### config.mk
export PLATFORM = sky130hd
export DESIGN_NAME = cpuif_bpr_bank
export DESIGN_NICKNAME = d
export VERILOG_FILES = /design/src/rtl/cpuif_bpr_pkg.sv /design/src/rtl/cpuif_bpr_ctrl.sv /design/src/rtl/cpuif_bpr_dpath.sv /design/src/rtl/cpuif_bpr_bank.sv
export SDC_FILE = /design/constraint.sdc
export NUM_CORES = 1
export LEC_CHECK = 0
export BUFFER_PORTS_ARGS = -buffer_cell sky130_fd_sc_hd__buf_2
export CORE_MARGIN = 4
export CORE_UTILIZATION = 25
export CTS_CLUSTER_DIAMETER = 50
export DETAILED_ROUTE_END_ITERATION = 8
export HOLD_SLACK_MARGIN = 0.08
export SLEW_MARGIN = 5
export SYNTH_ARGS = -nofsm -noshare
export SYNTH_HDL_FRONTEND = slang
export SYNTH_SLANG_ARGS = --single-unit
### constraint.sdc
create_clock -name clk -period 3.64 [get_ports clk]
set_input_delay 0.728 -clock clk [delete_from_list [all_inputs] [get_ports clk]]
set_output_delay 0.728 -clock clk [all_outputs]
set_load 0.02 [all_outputs]
### src/rtl/cpuif_bpr_pkg.sv
package cpuif_bpr_pkg;
  // byte offsets of the register window
  localparam int OFS_PMASK = 'h04;
  localparam int OFS_BP    = 'h08;
  localparam int OFS_ABP   = 'h1C;

  typedef enum logic [1:0] {
    RD_NONE  = 2'd0,
    RD_PMASK = 2'd1,
    RD_SECBP = 2'd2,
    RD_ALIAS = 2'd3
  } rdSel_e;

  // strobes from decode to storage
  typedef struct packed {
    logic   maskWe;
    logic   secWe;
    logic   aliasWe;
    logic   aliasClamp;
    logic   secTakesClamp;
    rdSel_e rdSel;
  } bprStrobe_t;
endpackage

### src/rtl/cpuif_bpr_ctrl.sv
module cpuif_bpr_ctrl
  import cpuif_bpr_pkg::*;
#(
  parameter int NUM_CPU = 6,
  parameter int IDX_W   = 3,
  parameter int ADDR_W  = 8,
  parameter bit HAS_SEC = 1'b1,
  parameter int REV     = 2
) (
  input  logic [ADDR_W-1:0] addr,
  input  logic              wrEn,
  input  logic [IDX_W-1:0]  cpuIdx,
  input  logic              nonSecure,
  output bprStrobe_t        stb
);
  localparam bit MIRROR = !HAS_SEC && (REV >= 2);

  logic idxOk;
  assign idxOk = (int'(cpuIdx) < NUM_CPU);

  always_comb begin
    stb = '0;
    stb.rdSel = RD_NONE;
    if (idxOk) begin
      if (addr == ADDR_W'(OFS_PMASK)) begin
        stb.rdSel  = RD_PMASK;
        stb.maskWe = wrEn;
      end else if (addr == ADDR_W'(OFS_BP)) begin
        if (HAS_SEC && nonSecure) begin
          stb.rdSel      = RD_ALIAS;
          stb.aliasWe    = wrEn;
          stb.aliasClamp = 1'b1;
        end else begin
          stb.rdSel   = RD_SECBP;
          stb.secWe   = wrEn;
          stb.aliasWe = wrEn && MIRROR;
        end
      end else if (addr == ADDR_W'(OFS_ABP)) begin
        if (HAS_SEC) begin
          if (!nonSecure) begin
            stb.rdSel      = RD_ALIAS;
            stb.aliasWe    = wrEn;
            stb.aliasClamp = 1'b1;
          end
        end else if (MIRROR) begin
          stb.aliasWe       = wrEn;
          stb.aliasClamp    = 1'b1;
          stb.secWe         = wrEn;
          stb.secTakesClamp = 1'b1;
        end
      end
    end
  end
endmodule

### src/rtl/cpuif_bpr_dpath.sv
module cpuif_bpr_dpath
  import cpuif_bpr_pkg::*;
#(
  parameter int NUM_CPU   = 6,
  parameter int IDX_W     = 3,
  parameter int DATA_W    = 32,
  parameter int MASK_W    = 8,
  parameter int BP_W      = 3,
  parameter int ALIAS_MIN = 1
) (
  input  logic              clk,
  input  logic              rstN,
  input  bprStrobe_t        stb,
  input  logic [IDX_W-1:0]  cpuIdx,
  input  logic [DATA_W-1:0] wrData,
  output logic [DATA_W-1:0] rdData
);
  localparam logic [BP_W-1:0] MIN_BP = BP_W'(ALIAS_MIN);

  logic [BP_W-1:0] newBp;
  logic [BP_W-1:0] clampBp;
  logic [DATA_W-1:0] part [NUM_CPU];

  assign newBp   = wrData[BP_W-1:0];
  assign clampBp = (newBp < MIN_BP) ? MIN_BP : newBp;

  for (genvar g = 0; g < NUM_CPU; g++) begin : gCpu
    logic              hit;
    logic [MASK_W-1:0] maskQ;
    logic [BP_W-1:0]   secQ;
    logic [BP_W-1:0]   aliasQ;

    assign hit = (cpuIdx == IDX_W'(g));

    always_ff @(posedge clk or negedge rstN) begin
      if (!rstN) begin
        maskQ  <= '0;
        secQ   <= '0;
        aliasQ <= MIN_BP;
      end else if (hit) begin
        if (stb.maskWe)  maskQ  <= wrData[MASK_W-1:0];
        if (stb.secWe)   secQ   <= stb.secTakesClamp ? clampBp : newBp;
        if (stb.aliasWe) aliasQ <= stb.aliasClamp ? clampBp : newBp;
      end
    end

    always_comb begin
      part[g] = '0;
      if (hit) begin
        unique case (stb.rdSel)
          RD_PMASK: part[g] = DATA_W'(maskQ);
          RD_SECBP: part[g] = DATA_W'(secQ);
          RD_ALIAS: part[g] = DATA_W'(aliasQ);
          default:  part[g] = '0;
        endcase
      end
    end
  end

  always_comb begin
    rdData = '0;
    for (int i = 0; i < NUM_CPU; i++) rdData = rdData | part[i];
  end
endmodule

### src/rtl/cpuif_bpr_bank.sv
module cpuif_bpr_bank
  import cpuif_bpr_pkg::*;
#(
  parameter int NUM_CPU   = 6,
  parameter int IDX_W     = 3,
  parameter int ADDR_W    = 8,
  parameter int DATA_W    = 32,
  parameter int MASK_W    = 8,
  parameter int BP_W      = 3,
  parameter int ALIAS_MIN = 1,
  parameter bit HAS_SEC   = 1'b1,
  parameter int REV       = 2
) (
  input  logic              clk,
  input  logic              rstN,
  input  logic [ADDR_W-1:0] addr,
  input  logic              wrEn,
  input  logic [DATA_W-1:0] wrData,
  output logic [DATA_W-1:0] rdData,
  input  logic [IDX_W-1:0]  cpuIdx,
  input  logic              nonSecure
);
  bprStrobe_t stb;

  cpuif_bpr_ctrl #(
    .NUM_CPU(NUM_CPU), .IDX_W(IDX_W), .ADDR_W(ADDR_W),
    .HAS_SEC(HAS_SEC), .REV(REV)
  ) u_ctrl (
    .addr(addr), .wrEn(wrEn), .cpuIdx(cpuIdx),
    .nonSecure(nonSecure), .stb(stb)
  );

  cpuif_bpr_dpath #(
    .NUM_CPU(NUM_CPU), .IDX_W(IDX_W), .DATA_W(DATA_W),
    .MASK_W(MASK_W), .BP_W(BP_W), .ALIAS_MIN(ALIAS_MIN)
  ) u_dpath (
    .clk(clk), .rstN(rstN), .stb(stb), .cpuIdx(cpuIdx),
    .wrData(wrData), .rdData(rdData)
  );
endmodule

==> impl_metrics.tcl <==
set metrics [dict create \
    status "finished clean" \
    die_y_um 141 \
    ys_types 55 \
    hold_class "reg -> reg" \
    routedWlPerCell_um 17.7 \
    setup_tns_ns 0 \
    grt_pass1_wl_mm 17.9 \
    cts_buffer_depth 2 \
    swShare_pct 24.0 \
    syn-cell-area_um2 4440 \
    cts_tree "done" \
    synthCells 358 \
    worstSetupPathType "in -> out" \
    cts_setup_buffers 0 \
    slew_viol_final 0 \
    post_cts_resized 0 \
    vias 3037 \
    final.setup_skew_ns 0 \
    grt_antenna_before_repair 0 \
    initial_core_util_pct 25.6 \
    power.internal_mw 1.47 \
    die_area_um2 19900 \
    io_buffers 30 \
    clkSinkCount 84 \
    finalSetupViolations 0 \
    ys_async_sr_fraction_pct 100 \
    rsz0062_at_grt "false" \
    globalplace.congestion 0.864 \
    p_clk_share_pct 44.1 \
    fin_util_pct 29.5 \
    dp_cells 616 \
    critPathCaptureType "primary output" \
    drive_gt1_share_pct 24.8 \
    dpl.hpwl_mm 8.03 \
    p_leak_nw 2.57 \
    grtUsageTotal_pct 11.6 \
    num_antenna_cells 0 \
    nets 449 \
    viasPerCell 4.81 \
    tightestPinTransition_ns 1.07 \
    max_freq_mhz 296 \
    fin_crit_sh_pct 92.8 \
    first_pass_iters 8 \
    syn_area_per_cell_um2 12.4 \
    period_needed_ns 3.38 \
    die_w_um 141 \
    worst_hold_slack_ns 0.469 \
    power_mw 1.94 \
    fillers 1766 \
    wl_mm 11.2 \
    rows 48 \
    drt_iter0_drc 227 \
    synth_compound_area_share_pct 9.28 \
    ys_seq_area_share_pct 47.5 \
    seqPwrFrac_pct 48.7 \
    arrival_ns 2.65 \
    synthSimpleGateAreaFrac_pct 10.7 \
    power_switching_uw 464 \
    power.density_nw_per_um2 379 \
    ant_nets 0 \
    cts.clk_slew.worst_paths_ns 0.06 \
    combPwrFrac_pct 7.2 \
    area_delta_synth_final_pct 15.4 \
    hold_viol_final 0 \
    ioPinCount 79 \
    drc 0 \
    synthFlopType "dfrtp_1" \
    htree_levels 3 \
    muxShareOfSynthArea_pct 26.1 \
    startpoint_type "input pin" \
    ir_drop_mv 0.205 \
    regArea_um2 2110 \
    grt_pass1_vias 3121 \
    critical_path_peak_fanout 8 \
    clk_latency_ns 0.34 \
    synth_xor_area_share_pct 0 \
    hold_buffers 0 \
    synth_top_family_by_area "multiplexers" \
    synth_seq_cells 84 \
    grt_max_degree 85 \
    finalNonFillerCells 632 \
    maxCapViolCount 0 \
    multi_input_area_um2 2130 \
    clock_tree.root_cell "clkbuf_16" \
    yosys_warnings 0 \
    cts_buffers 9 \
    crit_required_ns 2.91 \
    core-area_um2 17400 \
    grt_overflow 0 \
    synthAdderAreaFrac_pct 0 \
    synth_edf_count 0 \
    timing.slew.headroom_pct 28.6 \
]
==> synth_stat cells, types with 4 or more instances <==
cell | number | area, um2
dfrtp_1 | 78 | 1950
mux2_1 | 60 | 676
buf_4 | 24 | 180
nor2_1 | 21 | 78.8
mux2i_1 | 19 | 190
mux2_4 | 18 | 270
nand2_1 | 11 | 41.3
a22oi_1 | 10 | 75.1
inv_1 | 9 | 33.8
a21oi_1 | 7 | 35.0
a222oi_1 | 7 | 70.1
clkbuf_1 | 6 | 22.5
dfstp_2 | 6 | 158
nand2_4 | 6 | 67.6
nand3_1 | 5 | 25.0
a31oi_1 | 4 | 25.0
buf_1 | 4 | 15.0
nand2b_1 | 4 | 25.0
o22ai_1 | 4 | 25.0
==> logic make-up (layout without fill, tap and decap cells) <==
group | Yosys count | in the layout
muxes | 99 | 99
DFF | 84 | 84
and+or+nand+nor | 77 | 77
AOI/OAI and AO/OA | 51 | 51
buffers and inverters | 46 | 72
other | 1 | 24
==> flip-flops by register name (all words and copies together) (netlist names) <==
register,flops
u_dpath.gCpu.aliasQ,18
u_dpath.gCpu.maskQ,48
u_dpath.gCpu.secQ,18
==> through the flow <==
stage | cell area [um2] | worst slack [ns]
global placement | 4840 | 0.296
CTS | 5120 | 0.284
finish | 5120 | 0.263
detailed placement | 4840 | 0.282
global route | 5120 | 0.163
floorplan | 4520 | 0.549
==> routing by layer <==
| metal | GRT usage (%) | wire (um) | vias to the layer above |
|---|---|---|---|
| met5 | 0 | 0 | - |
| met4 | 3.26 | 163 | 0 |
| met3 | 3.53 | 897 | 21 |
| met2 | 17.0 | 4850 | 123 |
| met1 | 16.6 | 5270 | 1522 |
| li1 | - | - | 1371 |
==> power groups by stage <==
stage / registers (mW) / logic (mW) / clock network [mW]
after CTS: 0.944 / 0.140 / 0.883
after detailed placement: 0.961 / 0.139 / 0
after global routing: 0.944 / 0.153 / 0.920
final: 0.944 / 0.140 / 0.854
after floorplan: 0.960 / 0.0944 / 0
after global placement: 0.960 / 0.137 / 0
==> cell usage in the layout (no fill, tap or decap), types with 2 or more instances in the layout <==
cell	count
mux2_2	2
nand2_1	11
a22o_1	2
nand2_4	6
clkbuf_16	9
nand3_1	5
nor4_1	3
nor2b_1	3
clkbuf_8	2
a31oi_1	4
mux2i_1	19
dfrtp_1	78
buf_4	18
dfstp_2	6
nand3b_1	3
a22oi_1	10
o22a_1	2
nor2_1	21
a21oi_1	7
a222oi_1	7
o2bb2ai_1	3
nand2b_1	4
nor4b_1	2
clkbuf_1	2
and3_1	2
inv_1	9
mux2_1	60
o22ai_1	4
buf_2	29
nand4_1	2
mux2_4	18
nor3_1	3
a32oi_1	2
conb_1	24
o21ai_0	2
==> final timing paths <==
path / slack (ns) / cells past startpoint / to / start
setup / recovery: 0.26 / 8 / rdData[1] / addr[7]
hold / removal: 0.47 / 2 / u_dpath.gCpu[2].aliasQ[0] / u_dpath.gCpu[2].aliasQ[0]
setup reg to reg: 2.83 / 1 / u_dpath.gCpu[2].maskQ[2] / u_dpath.gCpu[2].maskQ[2]
hold reg to reg: 0.47 / 2 / u_dpath.gCpu[2].aliasQ[0] / u_dpath.gCpu[2].aliasQ[0]
max in group asynchronous: 2.37 / 1 / u_dpath.gCpu[2].maskQ[5] / rstN
min in group asynchronous: 0.57 / 1 / u_dpath.gCpu[5].aliasQ[1] / rstN
==> worst max-delay path: stages <==
cell	delay, ns
buf_2	0.11
or4_4	0.58
a2111oi_4	0.28
buf_4	0.23
a222oi_1	0.14
o22a_1	0.27
nand4_1	0.13
buf_2	0.18
==> cell type report <==
class / count / share of cell area (%)
sequential: 84 / 41.2
inverter: 9 / 0.660
tap: 225 / 5.50
multi-input combinational: 251 / 41.7
timing repair buffer: 47 / 5.47
clock buffer: 13 / 5.08
clock inverter: 3 / 0.415
Note: power is estimated with default switching activity, not from simulation.
